$ cat config.mk
export PLATFORM = sky130hd
export DESIGN_NAME = rs_syn_check
export DESIGN_NICKNAME = d
export VERILOG_FILES = /design/src/rtl/rs_syn_pkg.sv /design/src/rtl/rs_seq_ctrl.sv /design/src/rtl/rs_syn_cell.sv /design/src/rtl/rs_syn_check.sv
export SDC_FILE = /design/constraint.sdc
export NUM_CORES = 1
export LEC_CHECK = 0
export ABC_AREA = 1
export BUFFER_PORTS_ARGS = -buffer_cell sky130_fd_sc_hd__buf_2
export CORE_ASPECT_RATIO = 0.6
export CORE_UTILIZATION = 61
export DETAILED_ROUTE_END_ITERATION = 6
export GPL_TIMING_DRIVEN = 0
export MAX_ROUTING_LAYER = met4
export PLACE_DENSITY_LB_ADDON = 0.12
export SYNTH_ARGS = -nofsm -noshare
export SYNTH_HDL_FRONTEND = slang
export SYNTH_SLANG_ARGS = --single-unit
$ cat constraint.sdc
create_clock -name clk -period 3.24 [get_ports clk]
set_input_delay 0.648 -clock clk [delete_from_list [all_inputs] [get_ports clk]]
set_output_delay 0.648 -clock clk [all_outputs]
set_load 0.01 [all_outputs]
$ cat src/rtl/rs_syn_pkg.sv
package rs_syn_pkg;
  localparam int GF_W = 10;
  localparam logic [GF_W-1:0] GF_POLY = 10'h009; // x^10 + x^3 + 1, x^10 implicit

  // multiply by alpha
  function automatic logic [GF_W-1:0] gf_xtime(input logic [GF_W-1:0] a);
    return {a[GF_W-2:0], 1'b0} ^ (a[GF_W-1] ? GF_POLY : '0);
  endfunction

  function automatic logic [GF_W-1:0] gf_mul(input logic [GF_W-1:0] a,
                                             input logic [GF_W-1:0] b);
    logic [GF_W-1:0] r;
    r = '0;
    for (int k = GF_W - 1; k >= 0; k--) begin
      r = gf_xtime(r);
      if (b[k]) r = r ^ a;
    end
    return r;
  endfunction

  function automatic logic [GF_W-1:0] gf_alpha_pow(input int e);
    logic [GF_W-1:0] r;
    r = '0;
    r[0] = 1'b1;
    for (int k = 0; k < e; k++) r = gf_xtime(r);
    return r;
  endfunction
endpackage

$ cat src/rtl/rs_seq_ctrl.sv
module rs_seq_ctrl
  import rs_syn_pkg::*;
#(
  parameter int DATA_N = 512,
  parameter int PAR_N  = 8,
  parameter int BYTE_W = 8
) (
  input  logic              clk,
  input  logic              rst,
  input  logic              en,
  input  logic              dat_vld,
  input  logic [BYTE_W-1:0] dat_byte,
  input  logic              par_vld,
  input  logic [GF_W-1:0]   par_sym,
  output logic              acc,
  output logic              first,
  output logic              last,
  output logic [GF_W-1:0]   sym,
  output logic              seq_err
);
  localparam int TOTAL = DATA_N + PAR_N;
  localparam int CNT_W = $clog2(TOTAL);

  logic [CNT_W-1:0] cnt;
  logic in_data, take_dat, take_par, wrong;

  always_comb begin
    in_data  = (cnt < CNT_W'(DATA_N));
    take_dat = en && dat_vld && in_data;
    take_par = en && par_vld && !in_data;
    wrong    = en && ((par_vld && in_data) || (dat_vld && !in_data));
    acc      = take_dat || take_par;
    first    = (cnt == '0);
    last     = (cnt == CNT_W'(TOTAL - 1));
    sym      = in_data ? {{(GF_W-BYTE_W){1'b0}}, dat_byte} : par_sym;
  end

  always_ff @(posedge clk) begin
    if (rst || !en) begin
      cnt     <= '0;
      seq_err <= 1'b0;
    end else begin
      if (acc) cnt <= last ? '0 : cnt + 1'b1;
      if (wrong) seq_err <= 1'b1;
    end
  end

  p_cnt_range_r2: assert property (@(posedge clk) disable iff (rst)
    cnt < CNT_W'(TOTAL));
  p_seq_sticky_r2: assert property (@(posedge clk) disable iff (rst)
    (seq_err && en) |=> seq_err);
  p_both_strobes_r9: assert property (@(posedge clk) disable iff (rst)
    (en && dat_vld && par_vld) |=> seq_err);
endmodule

$ cat src/rtl/rs_syn_cell.sv
module rs_syn_cell
  import rs_syn_pkg::*;
#(
  parameter int IDX = 0
) (
  input  logic            clk,
  input  logic            rst,
  input  logic            clr,
  input  logic            acc_en,
  input  logic            first,
  input  logic [GF_W-1:0] sym,
  output logic [GF_W-1:0] syn
);
  localparam logic [GF_W-1:0] ROOT = gf_alpha_pow(IDX);

  // Horner step: S <= S * alpha^IDX + symbol, restart on first symbol
  always_ff @(posedge clk) begin
    if (rst || clr) syn <= '0;
    else if (acc_en) syn <= (first ? '0 : gf_mul(syn, ROOT)) ^ sym;
  end

  p_first_load_r3: assert property (@(posedge clk) disable iff (rst)
    (acc_en && first && !clr) |=> (syn == $past(sym)));
endmodule

$ cat src/rtl/rs_syn_check.sv
module rs_syn_check
  import rs_syn_pkg::*;
#(
  parameter int DATA_N = 512,
  parameter int PAR_N  = 8,
  parameter int BYTE_W = 8
) (
  input  logic                  clk,
  input  logic                  rst,
  input  logic                  en,
  input  logic                  dat_vld,
  input  logic [BYTE_W-1:0]     dat_byte,
  input  logic                  par_vld,
  input  logic [GF_W-1:0]       par_sym,
  output logic                  err_flag,
  output logic                  flag_vld,
  output logic                  seq_err,
  output logic [PAR_N*GF_W-1:0] syn_flat
);
  localparam int NSYN = PAR_N;

  logic            acc, first, last, last_q;
  logic [GF_W-1:0] sym;

  rs_seq_ctrl #(.DATA_N(DATA_N), .PAR_N(PAR_N), .BYTE_W(BYTE_W)) u_ctrl (
    .clk(clk), .rst(rst), .en(en),
    .dat_vld(dat_vld), .dat_byte(dat_byte),
    .par_vld(par_vld), .par_sym(par_sym),
    .acc(acc), .first(first), .last(last), .sym(sym), .seq_err(seq_err)
  );

  for (genvar i = 0; i < NSYN; i++) begin : g_syn
    rs_syn_cell #(.IDX(i)) u_cell (
      .clk(clk), .rst(rst), .clr(!en), .acc_en(acc), .first(first),
      .sym(sym), .syn(syn_flat[i*GF_W +: GF_W])
    );
  end

  always_ff @(posedge clk) begin
    if (rst || !en) begin
      last_q   <= 1'b0;
      flag_vld <= 1'b0;
      err_flag <= 1'b0;
    end else begin
      last_q <= acc && last;
      if (last_q) begin
        flag_vld <= 1'b1;
        err_flag <= |syn_flat;
      end else if (acc && flag_vld) begin
        flag_vld <= 1'b0;
        err_flag <= 1'b0;
      end
    end
  end

  p_valid_after_last_r4: assert property (@(posedge clk) disable iff (rst)
    (acc && last && en) ##1 en |=> flag_vld);
  p_err_needs_valid_r5: assert property (@(posedge clk) disable iff (rst)
    err_flag |-> flag_vld);
  p_disable_clears_r7: assert property (@(posedge clk) disable iff (rst)
    !en |=> (!flag_vld && !seq_err && syn_flat == '0));
  p_hold_idle_r6: assert property (@(posedge clk) disable iff (rst)
    (flag_vld && en && !dat_vld && !par_vld) |=> (flag_vld && $stable(err_flag)));
endmodule

==> results.md <==
* Outcome: complete, but fails checks
* Failing checks: DRC
* Ys async rst share at 0%
* Fillers at about 800
* Pwr dens at 402 mW/mm2
* Cell Chain, Critical Path: buf_2, nand2_1, nand2_1, nand2_4, inv_4, nand2_1, inv_1, nand2_1, nand3_1, nand2_1, inv_1
* Routed Wire Length at 20.2 mm
* # DRC at 1
* Post-DR vias/cell at roughly 5.6
* IO Pins at 106
* Clk sinks at 94
* Initial antenna violation count at 0
* Final setup TNS at 0 ps
* Crit-path max cell delay at around 380 ps
* Final Cycle Share at between 50% and 60%
* H-Tree Depth at 3
* Slew Limit Fails at 0
* Critical path type: in2reg
* Maximum vdd ir drop at between 0.0002 and 0.0003 V
* Final nets at ~1100
* Syn Inst Count at between 900 and 1000
* Slew margin rel. at 52.6%
* Worst-path clk slew at ~70 ps
* Post-cts sizing count at 0
* Placer Congestion at slightly above 1
* IO Port Bufs at 105
* Area growth, synth to finish at 17.3%
* Crit path required time at roughly 3500 ps
* Initial DRC Count at 1084
* ANT nets after route at 0
* CP Max Fanout at 9
* Post-synth EDFFs at 0
* Pleak at a little over 0.004 uW
* Worst setup EP type: flip-flop
* Worst hold-check path type: reg2reg
* Post-CTS Setup Inserts at 0
* Dominant cells by area after synthesis: dfxtp_1 (32%), nand2_1 (20%), nand3_1 (10%)
* Number of global-route vias before repair at 5780
* Yosys top cell area share at 32.4%
* Antenna Cells at 0
* Crit path top cell by count: nand2_1
* Clock latency on the worst-skew pair at roughly 350 ps
* Setup Skew at 5.47 ps
* CORE AREA at approximately 0.0092 mm2
* Hpwl dp at about 14 mm
* Peak Freq at about 0.54 GHz
* RSZ-0062 raised after global routing: no
* Critical Path AT at about 2100 ps
* Main synth FF type: dfxtp_1
* Seq/Total Area, Yosys at roughly a third
* Share of post-route cells with drive strength above 1 at between 10% and 20%
* Cts hold-fix bufs at 0
* Most frequent cell after synthesis: nand2_1
* Synth cell types at 28
* Die height at between 70 and 80 um
* Final Hold Fails at 0
* CP bufs+invs at 4
* Yosys synthesis warning count at 0
* Final min period at 1850 ps
* TritonCTS clock tree: yes
* Die Wd at roughly 130 um
* Clock Tree Buf Depth at 2
* Post-synthesis net count at 1001
* Global route overflow at 0
* CTS Buf Count at 9
* Syn Area/Cell at roughly 5.9 um2
* Starting Density at about 63%
* WHS at 476 ps
* Crit-path slowest cell: nand2_1
* Final Setup Violations at 0
* Synthesis-stage register bit count at 94
* Synth cell count leaders: nand2_1 (302), nor2_1 (152), nand3_1 (118)
* Mapped Area at 0.00580 mm2
* CP startpoint kind: input port
* Cell taking the most area after synthesis: dfxtp_1
* FF+latch area at 0.00188 mm2
* Slew at the pin closest to its max-slew limit at slightly above 700 ps
* TritonRoute pass-1 iters at 7
* Global Route Usage Sum at roughly 43%
* Max Cap Viol at 0
* Via count at 6857
* Top delay family on crit path: simple AND/OR/NAND/NOR gates
* Clock Tree Root: clkbuf_16
* Die Footprint at 0.00992 mm2
* Multi-input gate area at 0.00320 mm2
* Largest net degree at the start of global routing at 16
* Cell Rows at 27
* Post-DR wirelength/cell at 16.4 um
* First-pass GRT wire length at between 30 and 40 mm
final timing paths:
kind,startpoint,cells after the start,slack [ps],to
max,par_vld,11,1390,g_syn[3].u_cell.syn[1]$_SDFFE_PP0N_
min,u_ctrl.seq_err$_SDFFE_PP0P_,2,480,u_ctrl.seq_err$_SDFFE_PP0P_
max reg2reg,u_ctrl.cnt[0]$_SDFFE_PP0N_,9,1400,g_syn[7].u_cell.syn[9]$_SDFFE_PP0N_
min reg2reg,u_ctrl.seq_err$_SDFFE_PP0P_,2,480,u_ctrl.seq_err$_SDFFE_PP0P_
registers in the layout, summed over array words and instances (netlist names):
register and count:
g_syn.u_cell.syn 80, u_ctrl.seq_err 1, err_flag 1, u_ctrl.cnt 10, last_q 1, flag_vld 1
through the flow:
stage / power (uW) / worst slack, ps / area, um2 / cells / util [%]
final: 2730 / 1390 / 6810 / 1227 / 74.1
after global routing: 2810 / 1330 / 6810 / 1227 / 74.1
after CTS: 2720 / 1470 / 6810 / 1227 / 74.1
after detailed placement: 1590 / 1110 / 6490 / 1211 / 70.6
after global placement: 1590 / 1100 / 6490 / 1211 / 70.6
after floorplan: 1460 / 1650 / 5800 / 976 / -
power by group:
part | total, uW | switching (uW) | internal [uW]
sequential | 1210 | 33.3 | 1180
clock | 1150 | 467 | 678
combinational | 376 | 261 | 115
tightest hold or removal path, stage by stage, from the launching register on:
cell	delay, ps
dfxtp_1	330
o21ai_0	80
inv_1	40
cells in the final DEF, fill, tap and decap left out, types with 4 or more instances in the layout:
cell and n:
nand2_1 302, nor2_1 152, buf_2 121, nand3_1 118, inv_1 117, dfxtp_1 94
a21oi_1 63, o21bai_1 30, clkbuf_1 13, xor2_1 11, nor2_2 10, clkbuf_16 9
inv_2 8, buf_6 6, buf_4 6, o21ai_0 6, nand2_2 5, nand4_1 4
final cells by class:
cell class	instances	area share, %
sequential	94	27.7
inverter	126	6.99
multi-input combinational	715	47.0
timing repair buffer	105	7.72
clock buffer	11	3.42
tap	130	2.39
clock inverter	5	1.23
buffer	41	3.55
routing by layer:
metal	routed length [um]	track usage [%]	vias to the layer above	share of wire, %
met2	7780	56.0	525	39
li1	-	-	3265	-
met5	0	-	-	0
met4	643	16.4	0	3.2
met1	8260	58.7	2994	41
met3	3470	15.9	73	17
cells by family after synthesis:
logic type / share of synthesized area [%]
AO/OA/AOI/OAI: 10.2
AND/OR/NAND/NOR: 42.9
flip-flops: 32.4
buffers and inverters: 12.4
adder cells (fa/ha/maj): 0.431
XOR/XNOR: 1.66
Note: power is estimated with default switching activity, not from simulation.
